--- src/rtl/i2c_regbank_slave.sv ---
module i2c_regbank_slave #(
  parameter logic [6:0] DEV_ADDR    = 7'h28,
  parameter int         LAST_REG    = 10,
  parameter int         SYNC_STAGES = 2
) (
  input  logic       clk,
  input  logic       rst_n,
  input  logic       scl_i,
  input  logic       sda_i,
  output logic       sda_oe,
  input  logic       hot_ext_i,
  input  logic       hot_int_i,
  input  logic       wake_i,
  output logic [3:0] mux_sel_o,
  output logic       sleep_o,
  output logic [7:0] feat_o,
  output logic       force_rst_o
);
  localparam int              PW    = $clog2(LAST_REG + 1);
  localparam logic [PW-1:0]   LASTP = PW'(LAST_REG);
  localparam logic [7:0]      LAST8 = 8'(LAST_REG);

  typedef enum logic [2:0] {S_IDLE, S_ADDR, S_AACK, S_RX, S_RACK, S_TX, S_TACK, S_IGN} st_t;

  function automatic logic maj3(input logic [2:0] v);
    return (v[0] & v[1]) | (v[0] & v[2]) | (v[1] & v[2]);
  endfunction

  logic [SYNC_STAGES-1:0] scl_s, sda_s;
  logic [2:0] scl_w, sda_w;
  logic scl_f, sda_f, scl_q, sda_q;

  always_ff @(posedge clk or negedge rst_n)
    if (!rst_n) begin
      scl_s <= '1; sda_s <= '1; scl_w <= '1; sda_w <= '1;
      scl_f <= 1'b1; sda_f <= 1'b1; scl_q <= 1'b1; sda_q <= 1'b1;
    end else begin
      scl_s <= {scl_s[SYNC_STAGES-2:0], scl_i};
      sda_s <= {sda_s[SYNC_STAGES-2:0], sda_i};
      scl_w <= {scl_w[1:0], scl_s[SYNC_STAGES-1]};
      sda_w <= {sda_w[1:0], sda_s[SYNC_STAGES-1]};
      scl_f <= maj3(scl_w);
      sda_f <= maj3(sda_w);
      scl_q <= scl_f;
      sda_q <= sda_f;
    end

  wire scl_rise = scl_f & ~scl_q;
  wire scl_fall = ~scl_f & scl_q;
  wire start_ev = scl_f & scl_q & sda_q & ~sda_f;
  wire stop_ev  = scl_f & scl_q & ~sda_q & sda_f;

  st_t           state;
  logic [3:0]    cnt;
  logic [7:0]    sr, txb, rdata;
  logic          rw, first, mack, ext_f, int_f;
  logic [PW-1:0] ptr;
  logic [7:0]    rf [9];

  always_comb begin
    rdata = '0;
    if (ptr == PW'(0))      rdata = {2'b00, 1'b1, wake_i, 4'b0000};
    else if (ptr == PW'(1)) rdata = {2'b00, ext_f, int_f, 4'b0000};
    else if (ptr <= PW'(8)) rdata = rf[ptr];
  end

  wire [PW-1:0] nxt_ptr   = (ptr >= LASTP) ? '0 : ptr + 1'b1;
  wire          gate_open = rf[8][7];
  wire          tx_load   = scl_fall & (((state == S_AACK) & rw) | ((state == S_TACK) & mack));
  wire          rd_clr    = tx_load & (ptr == PW'(1));
  wire          wr_go     = scl_fall & (state == S_RX) & (cnt == 4'd8) & ~first;
  wire          wr_ok     = (ptr >= PW'(2)) & (ptr <= PW'(8)) & ((ptr != PW'(7)) | gate_open);
  wire          force_go  = wr_go & wr_ok & (ptr == PW'(7)) & sr[2];

  always_ff @(posedge clk or negedge rst_n)
    if (!rst_n) begin
      state <= S_IDLE; cnt <= '0; sr <= '0; txb <= '0; rw <= 1'b0; first <= 1'b0;
      mack <= 1'b0; ext_f <= 1'b0; int_f <= 1'b0; ptr <= '0; sda_oe <= 1'b0;
      force_rst_o <= 1'b0;
      for (int i = 0; i < 9; i++) rf[i] <= '0;
    end else begin
      force_rst_o <= 1'b0;
      ext_f <= hot_ext_i | (ext_f & ~rd_clr);
      int_f <= hot_int_i | (int_f & ~rd_clr);
      if (start_ev) begin
        state <= S_ADDR; cnt <= '0; sda_oe <= 1'b0; first <= 1'b1;
      end else if (stop_ev) begin
        state <= S_IDLE; sda_oe <= 1'b0;
      end else begin
        case (state)
          S_ADDR:
            if (scl_rise) begin
              sr <= {sr[6:0], sda_f}; cnt <= cnt + 4'd1;
            end else if (scl_fall && cnt == 4'd8) begin
              if (sr[7:1] == DEV_ADDR) begin
                rw <= sr[0]; sda_oe <= 1'b1; state <= S_AACK;
              end else state <= S_IGN;
            end
          S_AACK:
            if (scl_fall) begin
              if (rw) begin
                txb <= {rdata[6:0], 1'b0}; sda_oe <= ~rdata[7]; cnt <= 4'd1;
                ptr <= nxt_ptr; state <= S_TX;
              end else begin
                sda_oe <= 1'b0; cnt <= '0; state <= S_RX;
              end
            end
          S_RX:
            if (scl_rise) begin
              sr <= {sr[6:0], sda_f}; cnt <= cnt + 4'd1;
            end else if (scl_fall && cnt == 4'd8) begin
              sda_oe <= 1'b1; state <= S_RACK;
              if (first) begin
                first <= 1'b0;
                ptr <= (sr > LAST8) ? '0 : sr[PW-1:0];
              end else begin
                if (wr_ok) rf[ptr] <= sr;
                ptr <= nxt_ptr;
                if (force_go) force_rst_o <= 1'b1;
              end
            end
          S_RACK:
            if (scl_fall) begin
              sda_oe <= 1'b0; cnt <= '0; state <= S_RX;
            end
          S_TX:
            if (scl_fall) begin
              if (cnt == 4'd8) begin
                sda_oe <= 1'b0; state <= S_TACK;
              end else begin
                sda_oe <= ~txb[7]; txb <= {txb[6:0], 1'b0}; cnt <= cnt + 4'd1;
              end
            end
          S_TACK:
            if (scl_rise) mack <= ~sda_f;
            else if (scl_fall) begin
              if (mack) begin
                txb <= {rdata[6:0], 1'b0}; sda_oe <= ~rdata[7]; cnt <= 4'd1;
                ptr <= nxt_ptr; state <= S_TX;
              end else state <= S_IGN;
            end
          default: ;
        endcase
      end
      if (force_go) begin
        for (int i = 0; i < 9; i++) rf[i] <= '0;
        ext_f <= 1'b0; int_f <= 1'b0; ptr <= '0;
      end
    end

  assign mux_sel_o = rf[3][3:0];
  assign sleep_o   = rf[4][7];
  assign feat_o    = rf[7];
endmodule


--- config.mk ---
export PLATFORM = sky130hd
export DESIGN_NAME = i2c_regbank_slave
export DESIGN_NICKNAME = d
export VERILOG_FILES = /design/src/rtl/i2c_regbank_slave.sv
export SDC_FILE = /design/constraint.sdc
export NUM_CORES = 1
export LEC_CHECK = 0
export BUFFER_PORTS_ARGS = -buffer_cell sky130_fd_sc_hd__clkbuf_2
export CAP_MARGIN = 20
export CORE_MARGIN = 2
export CORE_UTILIZATION = 50
export CTS_CLUSTER_DIAMETER = 40
export CTS_CLUSTER_SIZE = 12
export DETAILED_ROUTE_END_ITERATION = 8
export GPL_TIMING_DRIVEN = 0
export PLACE_DENSITY = 0.69
export SYNTH_ARGS = -nofsm -noshare
export SYNTH_HDL_FRONTEND = slang
export SYNTH_SLANG_ARGS = --single-unit
--- constraint.sdc ---
create_clock -name clk -period 3 [get_ports clk]
set_input_delay 0.6 -clock clk [delete_from_list [all_inputs] [get_ports clk]]
set_output_delay 0.6 -clock clk [all_outputs]
set_load 0.01 [all_outputs]
==> results by group <==
STA
  – Hold Fails Final Rpt: 0
  – Rel. slew slack: 41.5%
  – Post-Route Setup TNS: 0 ns
  – Final Cycle Share: 95.0%
  – Peak Freq: 351 MHz
  – Final setup fails: 0
  – Setup ws final: 0.151 ns
  – Worst hold slack: 0.124 ns
  – Least-Margin Pin Slew: 0.856 ns
  – Skew final: 0.00689 ns
  – Fin. max-slew vios: 0
  – Tmin final: 2.85 ns

Global routing
  – Number of global-route vias before repair: 4845
  – First-pass GRT wire length: 26.4 mm
  – Total grt overflow: 0
  – Antenna violations before repair: 0
  – GRT Resource Usage Total: 26.9%
  – Largest net degree at the start of global routing: 70

Synthesis
  – Sequential share of the synthesized area: 50.3%
  – #FFs+latches synth: 119
  – Distinct cell type count after synthesis: 62
  – Synth warnings: 0
  – Net Count, Synth: 564
  – Syn avg cell area: 10.8 µm²
  – Synth Instances: 551
  – Post-synth EDFFs: 0
  – Post-synth ARST share: 100%
  – Top_reg_cell synth: dfrtp_1
  – Syn Std Cell Area: 5950 µm²

Cells and area
  – Fillers: 945
  – Finished Cell Area: 6950 µm²
  – Fraction of layout cells with a size suffix above 1: 20.7%
  – Antenna Cells: 0
  – Area growth syn-to-layout: 16.9%
  – Nets: 609

Placement
  – Setup Slack @ Placement: -0.890 ns
  – HPWL Detailed: 10.9 mm
  – IO buf count: 21
  – Placer congestion estimate: 0.947
  – Post-place instance area: 6270 µm²

Worst setup path
  – CP startpoint kind: flip-flop
  – R2r setup slk: 0.15 ns
  – R2R cell count: 9
  – Crit-path max FO: 10
  – Worst reg2reg startpoint: ptr[1]
  – Crit. End Element: flip-flop
  – Setup CP Type: reg2reg
  – Crit Reg-Reg Endpoint: txb[3]
  – Critical Path RT: 3.35 ns
  – Crit path DAT: 3.20 ns

Worst hold path
  – Worst Hold Class: in2async

CTS
  – Worst-Skew Late Latency: 0.42 ns
  – Clk sinks: 119
  – CTS Buf Count: 17
  – Root Buffer: clkbuf_16
  – Reg clk slew, reported paths: 0.05 ns
  – Clock Tree Buf Depth: 2
  – CTS tree: done
  – # H-tree levels: 4
  – CTS Hold Bufs: 0

Route
  – Drt via density: 6.45
  – Via count: 4847
  – Total wire length: 16.1 mm
  – 1st-iter DRT viols: 463
  – Average wire per standard cell: 21.4 µm
  – Post-route DRC: 0
  – DR pass1 iterations: 6
  – ANT nets after route: 0

Floorplan
  – Standard-cell rows: 39
  – Io pins: 22
  – Die Width: 113 µm
  – Chip height: 113 µm
  – Die area: 12800 µm²
  – Starting Density: 51.7%
  – Core area: 11500 µm²

Pwr
  – Leak: 3.04 nW
  – Power density over cell area: 850 nW/µm²
  – Maximum VDD drop: 0.481 mV

Run status
  – Outcome: finished clean

Job
  – MaxCap Viol Count: 0
-- worst max path at each step --
stage | from | end
after floorplan | ptr[0] | txb[3]
after global placement | ptr[0] | txb[3]
after detailed placement | ptr[0] | txb[3]
after CTS | ptr[0] | txb[3]
after global routing | ptr[1] | txb[3]
final | ptr[1] | txb[3]
-- cell families after synthesis --
| logic type | share of synthesized area, % |
|---|---|
| AOI/OAI and AO/OA | 22.4 |
| and+or+nand+nor | 13.9 |
| DFF | 50.3 |
| buffers and inverters | 4.35 |
| muxes | 7.42 |
| adders and majority gates | 1.60 |
-- flip-flops by register name (all words and copies together) (netlist names), 2 cells and up --
signal     flops
cnt            4
feat_o         8
mux_sel_o      4
ptr            4
rf            58
scl_s          2
scl_w          3
sda_s          2
sda_w          3
sr             8
state          3
txb            7
-- cell usage in the layout (no fill, tap or decap), types with 16 or more instances in the layout --
cell,netlist,final
a21oi_1,27,26
buf_4,12,17
clkbuf_1,20,22
clkbuf_16,0,17
clkbuf_2,0,20
dfrtp_1,105,104
mux2i_1,16,16
nand2_1,52,51
nor2_1,23,23
o21ai_0,23,23
o2bb2ai_1,69,69
-- Yosys cell counts (7+ instances only) --
cell,count,area [µm²]
buf_4,12,90.1
a31oi_1,8,50.1
o2bb2ai_1,69,604
a211oi_1,7,52.6
and2_1,8,50.1
a21oi_1,27,135
inv_1,15,56.3
nand2_4,7,78.8
mux4_2,9,203
mux2i_1,16,160
o21ai_1,8,40.0
dfstp_2,14,368
nor2b_1,7,43.8
clkbuf_1,20,75.1
nor2_1,23,86.3
mux2_2,7,78.8
nand2_1,52,195
o21ai_0,23,115
dfrtp_1,105,2630
nand3_1,16,80.1
o22ai_1,8,50.1
-- power breakdown --
group	internal [W]	switching, W
Sequential	0.00178	0.000183
Clock	0.00128	0.000700
Combinational	0.000704	0.00126
-- metrics by stage --
| step | total power, W | std cells | util [%] |
|---|---|---|---|
| floorplan | 0.00328 | 551 | - |
| global placement | 0.00381 | 715 | 54.1 |
| detailed placement | 0.00384 | 716 | 54.5 |
| CTS | 0.00586 | 748 | 59.9 |
| global route | 0.00622 | 751 | 60.4 |
| finish | 0.00591 | 751 | 60.4 |
-- layer usage --
metal  GRT usage [%]  vias to the layer above  wire length, µm
met5               0                        -                0
li1                -                     2164                -
met4            11.5                        0              420
met1            36.3                     2411             6920
met2            41.3                      222             7480
met3            7.02                       50             1290
-- critical path: stages (launching register included) --
cell	delay, ns
dfrtp_2	0.47
buf_4	0.25
clkbuf_4	0.24
inv_1	0.12
ha_1	0.31
nor3b_2	0.26
a21oi_2	0.22
nand3_2	0.16
or4_1	0.56
a31oi_1	0.17
-- repair_timing --
action | in CTS | in global routing
setup endpoints to repair | 69 | 70
setup buffers | 1 | 3
resized for setup | 11 | 10
pin swaps | 1 | 0
-- layout make-up --
| class | instances | area, µm² | area share, % |
|---|---|---|---|
| Timing Repair Buffer | 26 | 184 | 2.64 |
| Sequential cell | 119 | 3000 | 43.1 |
| Multi-Input combinational cell | 377 | 2740 | 39.3 |
| Clock buffer | 24 | 482 | 6.93 |
| Clock inverter | 7 | 95.1 | 1.37 |
| Inverter | 15 | 56.3 | 0.810 |
| Tap cell | 143 | 179 | 2.57 |
| Buffer | 40 | 225 | 3.24 |
Note: power is estimated with default switching activity, not from simulation.
